`config.mk`:
```
export PLATFORM = sky130hd
export DESIGN_NAME = tod_clock
export DESIGN_NICKNAME = d
export VERILOG_FILES = /design/src/rtl/tod_pkg.sv /design/src/rtl/tod_tick_sync.sv /design/src/rtl/tod_prescaler.sv /design/src/rtl/tod_counter.sv /design/src/rtl/tod_read_hold.sv /design/src/rtl/tod_clock.sv
export SDC_FILE = /design/constraint.sdc
export NUM_CORES = 1
export LEC_CHECK = 0
export ABC_CLOCK_PERIOD_IN_PS = 7800
export BUFFER_PORTS_ARGS = -buffer_cell sky130_fd_sc_hd__buf_2
export CAP_MARGIN = 20
export CORE_ASPECT_RATIO = 2
export CORE_UTILIZATION = 45
export DETAILED_ROUTE_END_ITERATION = 16
export GPL_TIMING_DRIVEN = 0
export PLACE_DENSITY = 0.71
export RECOVER_POWER = 25
export SLEW_MARGIN = 20
export SYNTH_ARGS = -nofsm -noshare
export SYNTH_HDL_FRONTEND = slang
export SYNTH_SLANG_ARGS = --single-unit
export TNS_END_PERCENT = 100
```
`constraint.sdc`:
```
create_clock -name clk -period 7.8 [get_ports clk]
set_input_delay 0.39 -clock clk [delete_from_list [all_inputs] [get_ports clk]]
set_output_delay 0.39 -clock clk [all_outputs]
set_load 0.05 [all_outputs]
```
`src/rtl/tod_pkg.sv`:
```
// Shared constants, types and BCD step functions for the time-of-day clock.
// Assumes fields are byte wide and stored in their masked form.
package tod_pkg;

    localparam int FIELDS = 4;
    localparam logic [1:0] IDX_TENTHS = 2'd0;
    localparam logic [1:0] IDX_SEC    = 2'd1;
    localparam logic [1:0] IDX_MIN    = 2'd2;
    localparam logic [1:0] IDX_HOUR   = 2'd3;

    typedef logic [FIELDS-1:0][7:0] tod_regs_t;

    typedef struct packed {
        logic       wrap;
        logic [7:0] val;
    } step_t;

    // Write mask of each field.
    function automatic logic [7:0] field_mask(input logic [1:0] idx);
        case (idx)
            IDX_TENTHS: return 8'h0F;
            IDX_SEC:    return 8'h7F;
            IDX_MIN:    return 8'h7F;
            default:    return 8'h9F;
        endcase
    endfunction

    // One step of the tenths digit; wraps after 9.
    function automatic step_t step_tenths(input logic [3:0] v);
        logic [4:0] lo;
        step_t      r;
        lo = {1'b0, v} + 5'd1;
        if (lo > 5'd9) r = '{wrap: 1'b1, val: 8'h00};
        else           r = '{wrap: 1'b0, val: {3'b000, lo}};
        return r;
    endfunction

    // One step of a two-digit 00..59 BCD field.
    function automatic step_t step_sexa(input logic [6:0] v);
        logic [4:0] lo;
        logic [3:0] hi;
        step_t      r;
        lo = {1'b0, v[3:0]} + 5'd1;
        hi = {1'b0, v[6:4]};
        if (lo > 5'd9) begin
            lo = 5'd0;
            hi = hi + 4'd1;
        end
        if (hi > 4'd5) r = '{wrap: 1'b1, val: 8'h00};
        else           r = '{wrap: 1'b0, val: {1'b0, hi[2:0], lo[3:0]}};
        return r;
    endfunction

    // One step of the 12-hour field; input is {pm, hour[4:0]}.
    function automatic logic [7:0] step_hour(input logic [5:0] v);
        logic       pm;
        logic [4:0] lo;
        logic [1:0] hi;
        logic [5:0] h;
        pm = v[5];
        lo = {1'b0, v[3:0]} + 5'd1;
        hi = {1'b0, v[4]};
        if (lo > 5'd9) begin
            lo = 5'd0;
            hi = hi + 2'd1;
        end
        h = {hi, lo[3:0]};
        if (h > 6'h11) return {~pm, 7'b0};
        return {pm, 2'b00, hi[0], lo[3:0]};
    endfunction

endpackage

```
`src/rtl/tod_tick_sync.sv`:
```
// Brings the asynchronous mains tick into the clock domain and turns each
// rising edge into a single-cycle pulse.
// Assumes tick_in stays at each level for at least one clock cycle.
module tod_tick_sync #(
    parameter int SYNC_STAGES = 2
) (
    input  logic clk,
    input  logic rst_n,
    input  logic tick_in,
    output logic tick_pulse
);
    logic [SYNC_STAGES-1:0] sync_q;
    logic                   prev_q;

    // Shift the raw tick through the synchroniser chain.
    always_ff @(posedge clk) begin
        if (!rst_n) sync_q <= '0;
        else        sync_q <= {sync_q[SYNC_STAGES-2:0], tick_in};
    end

    // Remember the last synchronised level for edge detection.
    always_ff @(posedge clk) begin
        if (!rst_n) prev_q <= 1'b0;
        else        prev_q <= sync_q[SYNC_STAGES-1];
    end

    assign tick_pulse = sync_q[SYNC_STAGES-1] & ~prev_q;

    // an edge yields one pulse, never two in a row.
    p_tick_single_r2: assert property (@(posedge clk) disable iff (!rst_n)
        tick_pulse |=> !tick_pulse);

endmodule

```
`src/rtl/tod_prescaler.sv`:
```
// Divides tick pulses by DIV_LOW or DIV_HIGH and issues the advance strobe.
// Assumes tick pulses are single-cycle; the count starts at zero.
module tod_prescaler #(
    parameter int DIV_LOW  = 5,
    parameter int DIV_HIGH = 6
) (
    input  logic clk,
    input  logic rst_n,
    input  logic tick_pulse,
    input  logic rate_sel,
    output logic advance
);
    localparam int RELOAD_LO = DIV_LOW - 1;
    localparam int RELOAD_HI = DIV_HIGH - 1;
    localparam int CW        = $clog2(DIV_HIGH);

    logic [CW-1:0] presc_q;

    assign advance = tick_pulse && (presc_q == '0);

    // Count down per tick; reload on expiry.
    always_ff @(posedge clk) begin
        if (!rst_n) begin
            presc_q <= '0;
        end else if (tick_pulse) begin
            if (presc_q == '0) presc_q <= rate_sel ? CW'(RELOAD_HI) : CW'(RELOAD_LO);
            else               presc_q <= presc_q - 1'b1;
        end
    end

    // the count never leaves its range.
    p_presc_bound_r3: assert property (@(posedge clk) disable iff (!rst_n)
        presc_q <= CW'(RELOAD_HI));

    // expiry reloads according to the selected rate.
    p_presc_reload_r3: assert property (@(posedge clk) disable iff (!rst_n)
        advance |=> (presc_q == ($past(rate_sel) ? CW'(RELOAD_HI) : CW'(RELOAD_LO))));

endmodule

```
`src/rtl/tod_counter.sv`:
```
// Holds the time and alarm fields, runs the BCD carry chain on each advance,
// applies masked writes and raises the alarm pulse on a counted match.
// Assumes at most one write per cycle and advance strobes several cycles apart.
module tod_counter
    import tod_pkg::*;
(
    input  logic       clk,
    input  logic       rst_n,
    input  logic       advance,
    input  logic       alarm_sel,
    input  logic       wr_en,
    input  logic [1:0] wr_idx,
    input  logic [7:0] wr_data,
    output tod_regs_t  time_q,
    output logic       alarm_irq
);
    tod_regs_t  alarm_q;
    tod_regs_t  nxt;
    step_t      st_ten, st_sec, st_min;
    logic [7:0] hr_nxt;
    logic       time_wr;
    logic       alarm_wr;
    logic [7:0] wr_masked;

    assign time_wr   = wr_en && !alarm_sel;
    assign alarm_wr  = wr_en && alarm_sel;
    assign wr_masked = wr_data & field_mask(wr_idx);

    // Carry chain: next time value if this cycle advances.
    always_comb begin
        st_ten = step_tenths(time_q[IDX_TENTHS][3:0]);
        st_sec = step_sexa(time_q[IDX_SEC][6:0]);
        st_min = step_sexa(time_q[IDX_MIN][6:0]);
        hr_nxt = step_hour({time_q[IDX_HOUR][7], time_q[IDX_HOUR][4:0]});
        nxt             = time_q;
        nxt[IDX_TENTHS] = st_ten.val;
        if (st_ten.wrap) begin
            nxt[IDX_SEC] = st_sec.val;
            if (st_sec.wrap) begin
                nxt[IDX_MIN] = st_min.val;
                if (st_min.wrap) nxt[IDX_HOUR] = hr_nxt;
            end
        end
    end

    // Time fields: a write takes priority over the advance.
    always_ff @(posedge clk) begin
        if (!rst_n)       time_q <= '0;
        else if (time_wr) time_q[wr_idx] <= wr_masked;
        else if (advance) time_q <= nxt;
    end

    // Alarm fields: written only when steered there.
    always_ff @(posedge clk) begin
        if (!rst_n)        alarm_q <= '0;
        else if (alarm_wr) alarm_q[wr_idx] <= wr_masked;
    end

    // Alarm pulse: compare only on a counted update.
    always_ff @(posedge clk) begin
        if (!rst_n) alarm_irq <= 1'b0;
        else        alarm_irq <= advance && !time_wr && (nxt == alarm_q);
    end

    // tenths at 9 wraps to 0 on an advance.
    p_tenths_wrap_r4: assert property (@(posedge clk) disable iff (!rst_n)
        (advance && !time_wr && time_q[IDX_TENTHS][3:0] == 4'd9) |=> (time_q[IDX_TENTHS] == 8'h00));

    // 11:59:59.9 rolls to hour zero with the PM flag inverted.
    p_pm_toggle_r5: assert property (@(posedge clk) disable iff (!rst_n)
        (advance && !time_wr && time_q[IDX_HOUR][4:0] == 5'h11 && time_q[IDX_MIN] == 8'h59
         && time_q[IDX_SEC] == 8'h59 && time_q[IDX_TENTHS] == 8'h09)
        |=> (time_q[IDX_HOUR][4:0] == 5'h00 && time_q[IDX_HOUR][7] != $past(time_q[IDX_HOUR][7])));

    // the pulse follows an advance and lasts one cycle.
    p_irq_from_count_r10: assert property (@(posedge clk) disable iff (!rst_n)
        alarm_irq |-> $past(advance));
    p_irq_single_r10: assert property (@(posedge clk) disable iff (!rst_n)
        alarm_irq |=> !alarm_irq);

endmodule

```
`src/rtl/tod_read_hold.sv`:
```
// Read path: returns live time, or a copy captured by an hour read and kept
// until a tenths read releases it.
// Assumes one read index per cycle; read data is combinational.
module tod_read_hold
    import tod_pkg::*;
(
    input  logic       clk,
    input  logic       rst_n,
    input  tod_regs_t  live,
    input  logic       rd_en,
    input  logic [1:0] rd_idx,
    output logic [7:0] rd_data
);
    tod_regs_t snap_q;
    logic      frozen_q;

    // Capture on an hour read, release on a tenths read.
    always_ff @(posedge clk) begin
        if (!rst_n) begin
            snap_q   <= '0;
            frozen_q <= 1'b0;
        end else if (rd_en && rd_idx == IDX_HOUR && !frozen_q) begin
            snap_q   <= live;
            frozen_q <= 1'b1;
        end else if (rd_en && rd_idx == IDX_TENTHS) begin
            frozen_q <= 1'b0;
        end
    end

    assign rd_data = frozen_q ? snap_q[rd_idx] : live[rd_idx];

    // while held and not released, the copy does not move.
    p_hold_stable_r9: assert property (@(posedge clk) disable iff (!rst_n)
        (frozen_q && !(rd_en && rd_idx == IDX_TENTHS)) |=> (frozen_q && $stable(snap_q)));

endmodule

```
`src/rtl/tod_clock.sv`:
```
// Top of the BCD time-of-day clock: tick synchroniser, prescaler, counter
// with alarm, and read hold path.
// Assumes a single clock; tick_in may be asynchronous to it.
module tod_clock
    import tod_pkg::*;
#(
    parameter int SYNC_STAGES = 2,
    parameter int DIV_LOW     = 5,
    parameter int DIV_HIGH    = 6
) (
    input  logic       clk,
    input  logic       rst_n,
    input  logic       tick_in,
    input  logic       rate_sel,
    input  logic       alarm_sel,
    input  logic       wr_en,
    input  logic [1:0] wr_idx,
    input  logic [7:0] wr_data,
    input  logic       rd_en,
    input  logic [1:0] rd_idx,
    output logic [7:0] rd_data,
    output logic       alarm_irq
);
    logic      tick_pulse;
    logic      advance;
    tod_regs_t time_q;

    tod_tick_sync #(.SYNC_STAGES(SYNC_STAGES)) u_sync (
        .clk(clk), .rst_n(rst_n), .tick_in(tick_in), .tick_pulse(tick_pulse)
    );

    tod_prescaler #(.DIV_LOW(DIV_LOW), .DIV_HIGH(DIV_HIGH)) u_presc (
        .clk(clk), .rst_n(rst_n), .tick_pulse(tick_pulse),
        .rate_sel(rate_sel), .advance(advance)
    );

    tod_counter u_count (
        .clk(clk), .rst_n(rst_n), .advance(advance), .alarm_sel(alarm_sel),
        .wr_en(wr_en), .wr_idx(wr_idx), .wr_data(wr_data),
        .time_q(time_q), .alarm_irq(alarm_irq)
    );

    tod_read_hold u_read (
        .clk(clk), .rst_n(rst_n), .live(time_q), .rd_en(rd_en),
        .rd_idx(rd_idx), .rd_data(rd_data)
    );

    // an alarm-steered write leaves the live time untouched.
    p_alarm_wr_no_time_r6: assert property (@(posedge clk) disable iff (!rst_n)
        (wr_en && alarm_sel && !advance) |=> $stable(time_q));

endmodule

```
==> out/metrics.yaml <==
outcome: "complete, no violations"
global_route_wire_length_before_repair_um: 31950
number_of_antenna_violations_at_the_first_check_in_global_routing: 0
worst_path_largest_cell_delay_ps: 630
synth_cell_types: 61
globalRouteMet1Util: 0.2758
clock_latency_ps: 360
synth_top_flop_cell: "sky130_fd_sc_hd__dfxtp_1"
synth_fa_ha_area_frac: 0.03305
number_of_nets_in_the_synthesized_netlist: 842
synth_sequential_area_ratio: 0.3235
detail_route.wirelength_um: 20660
worst-setup-path-type: "reg2reg"
fmax_mhz: 222.4
worst_hold_slack_ps: 230.6
vias: 6158
worstHoldPathType: "in2reg"
clock_tree.root_cell: "sky130_fd_sc_hd__clkbuf_16"
finalWorstPathRequiredPeriod_ps: 4497
synth_top_family_by_area: "simple AND/OR/NAND/NOR gates"
syn2layout_area_growth_pct: 10.03
die_area_sq_mm: 0.01481
drc: 0
async_flop_share: 0
synth.cell_area_sq_mm: 0.006435
row_count: 61
post_cts_hold_buffer_count: 0
setup_viol: 0
critPathTopFamily: "compound AO/OA/AOI/OAI gates"
final_nets: 875
gp_congestion: 0.9818
max_cap_viol_count: 0
peakVddDrop_mv: 0.09497
layout-drive-gt1-share: 0.09716
setup.reg_to_reg.worst_slack_ps: 3300
worst_pin_slew_ps: 941.4
synth_xor_xnor_area_share: 0.03655
cts_num_sinks: 104
grtUsageMet3: 0.04342
setup.worst_path.end_class: "flop"
share_of_cell_area_taken_by_muxes_after_synthesis: 0.09080
grt_util_all_layers: 0.2921
yosys_warnings: 0
post_drt_via_cell_ratio: 5.961
clock_tree_from_tritoncts: "built"
num_antenna_cells: 0
cts_resized: 0
grt_start_max_net_pins: 21
die_height_um: 171.1
yosysTopAreaCell: "sky130_fd_sc_hd__dfxtp_1"
ant_nets: 0
worst_path_cell_chain: "clkbuf_1 -> inv_1 -> ha_1 -> nor2b_1 -> o21ai_0 -> and3_1 -> nand2b_1 -> ha_1 -> nand2_1 -> o31ai_1 -> a221oi_2 -> xnor2_1 -> a21oi_1 -> o2111ai_1 -> nor4_2"
complex_gate_fraction_of_the_synthesized_area: 0.2324
groute.layer.met2.usage: 0.5214
detailedRoute.firstPassIterationCount: 7
die-width_um: 86.56
place.detailed.hpwl_um: 15830
crit_top_cell: "sky130_fd_sc_hd__ha_1"
rsz_0062_raised_after_global_routing: "false"
yosys.area.top_type_share: 0.3235
top_post_synthesis_cells_by_area: "sky130_fd_sc_hd__dfxtp_1 (32%), sky130_fd_sc_hd__nand2_1 (9.0%), sky130_fd_sc_hd__a21boi_0 (6.3%)"
synth_seq_cells: 104
synth-edff-count: 0
core-area_sq_mm: 0.01389
worstPathBufferInverterCount: 2
drt_iter0_drc: 458
crit_arrival_ps: 4760
final.setup.tns_ps: 0
wl_per_cell_um: 20.00
critPathMaxFanout: 10
critPathLaunchType: "flop"
port_buffers: 22
crit_required_ps: 8070
pwr_density_cell_mw_per_mm2: 171.9
timing.critical_path.slowest_stage_cell: "sky130_fd_sc_hd__a221oi_2"
busiest_layer: "met2"
synth_cells: 806
top_level_ports: 28
layout_worst_path_cycle_share: 0.5765
post-cts-setup-buffers: 0
start_util: 0.4632
tritoncts_buffer_count: 9
globalRoute.totalOverflow: 0
path_clk_slew_ps: 80
cts-root-to-sink-buffers: 2
synth.cells.most_frequent: "sky130_fd_sc_hd__nand2_1 (155), sky130_fd_sc_hd__dfxtp_1 (104), sky130_fd_sc_hd__o21ai_0 (65)"
synth_area_per_cell_sq_um: 7.984
synth_simple_gate_area_share: 0.2331
cts_htree_levels: 3
fin_skew_ps: 11.99
synth_most_common_cell: "sky130_fd_sc_hd__nand2_1"
slew_violations: 0
final_hold_viol_count: 0
first_global_vias: 5986
p_leak_nw: 2.552
slew-limit-headroom: 0.3562
==> logic make-up after synthesis <==
family	Yosys count
xor+xnor	26
compound gates	222
mux	36
fa+ha+maj	17
flops	104
simple gates	322
buf+inv	79
==> state kept, by name, indices dropped and copies added (netlist names) <==
signal             count
u_count.time_q        32
u_count.alarm_q       32
u_sync.prev_q          1
u_count.alarm_irq      1
u_read.snap_q         32
u_sync.sync_q          2
u_presc.presc_q        3
u_read.frozen_q        1
==> final timing paths <==
check	from	end	depth (start not counted)
worst max register to register	u_count.time_q[24]$_SDFFE_PN0P_	u_count.alarm_irq$_SDFF_PN0_	15
worst max-delay path	u_count.time_q[24]$_SDFFE_PN0P_	u_count.alarm_irq$_SDFF_PN0_	15
worst min register to register	u_sync.sync_q[0]$_SDFF_PN0_	u_sync.sync_q[1]$_SDFF_PN0_	1
worst min-delay path	tick_in	u_sync.sync_q[0]$_SDFF_PN0_	2
==> report_power, final <==
group | internal (mW) | switching, mW
Combinational | 0.0681 | 0.129
Sequential | 0.544 | 0.0171
Clock | 0.227 | 0.233
Total | 0.839 | 0.378
==> metrics by stage <==
step | total power, mW | area, sq um | worst slack, ps | utilization | std cells
2_1_floorplan | 0.7021 | 6435 | 4438 | - | 806
3_3_place_gp | 0.7642 | 6782 | 3504 | 0.4882 | 1017
3_5_place_dp | 0.7653 | 6782 | 3517 | 0.4882 | 1017
4_1_cts | 1.219 | 7084 | 3460 | 0.5100 | 1033
5_1_grt | 1.259 | 7081 | 3180 | 0.5097 | 1033
6_report | 1.217 | 7081 | 3303 | 0.5097 | 1033
==> metal layers <==
metal	wire, um	part of all wire
met1	6800	0.33
met5	0	0
met2	10610	0.51
met3	1145	0.055
met4	2101	0.10
==> layout make-up <==
type | count | area (sq um)
buffer | 57 | 242.7
clock buffer | 9 | 225.2
clock inverter | 7 | 77.57
fill | 1413 | 6810
inverter | 22 | 82.58
multi-input combinational | 623 | 4028
sequential | 104 | 2082
tap | 189 | 236.5
timing repair buffer | 22 | 106.4
==> placed cells by master (no fill, tap or decap), types with 4 or more instances in the layout <==
cell type / n
sky130_fd_sc_hd__nand2_1: 155
sky130_fd_sc_hd__dfxtp_1: 104
sky130_fd_sc_hd__o21ai_0: 65
sky130_fd_sc_hd__a21boi_0: 54
sky130_fd_sc_hd__clkbuf_1: 54
sky130_fd_sc_hd__nor2_1: 46
sky130_fd_sc_hd__a21oi_1: 34
sky130_fd_sc_hd__nand3_1: 28
sky130_fd_sc_hd__inv_1: 22
sky130_fd_sc_hd__buf_2: 21
sky130_fd_sc_hd__and2_1: 17
sky130_fd_sc_hd__nor2b_1: 17
sky130_fd_sc_hd__ha_1: 17
sky130_fd_sc_hd__mux4_2: 16
sky130_fd_sc_hd__xnor2_1: 15
sky130_fd_sc_hd__mux2_2: 11
sky130_fd_sc_hd__xor2_1: 10
sky130_fd_sc_hd__and3_1: 10
sky130_fd_sc_hd__a31oi_1: 9
sky130_fd_sc_hd__nand2b_1: 9
sky130_fd_sc_hd__clkbuf_16: 9
sky130_fd_sc_hd__nor3_1: 8
sky130_fd_sc_hd__mux2i_1: 7
sky130_fd_sc_hd__nand4_1: 7
sky130_fd_sc_hd__and2_0: 7
sky130_fd_sc_hd__o221ai_1: 6
sky130_fd_sc_hd__o211a_1: 6
sky130_fd_sc_hd__o21a_1: 5
sky130_fd_sc_hd__nor4_1: 4
sky130_fd_sc_hd__a32oi_1: 4
sky130_fd_sc_hd__o22ai_1: 4
sky130_fd_sc_hd__o211ai_1: 4
Power figures use the tool's default switching activity.
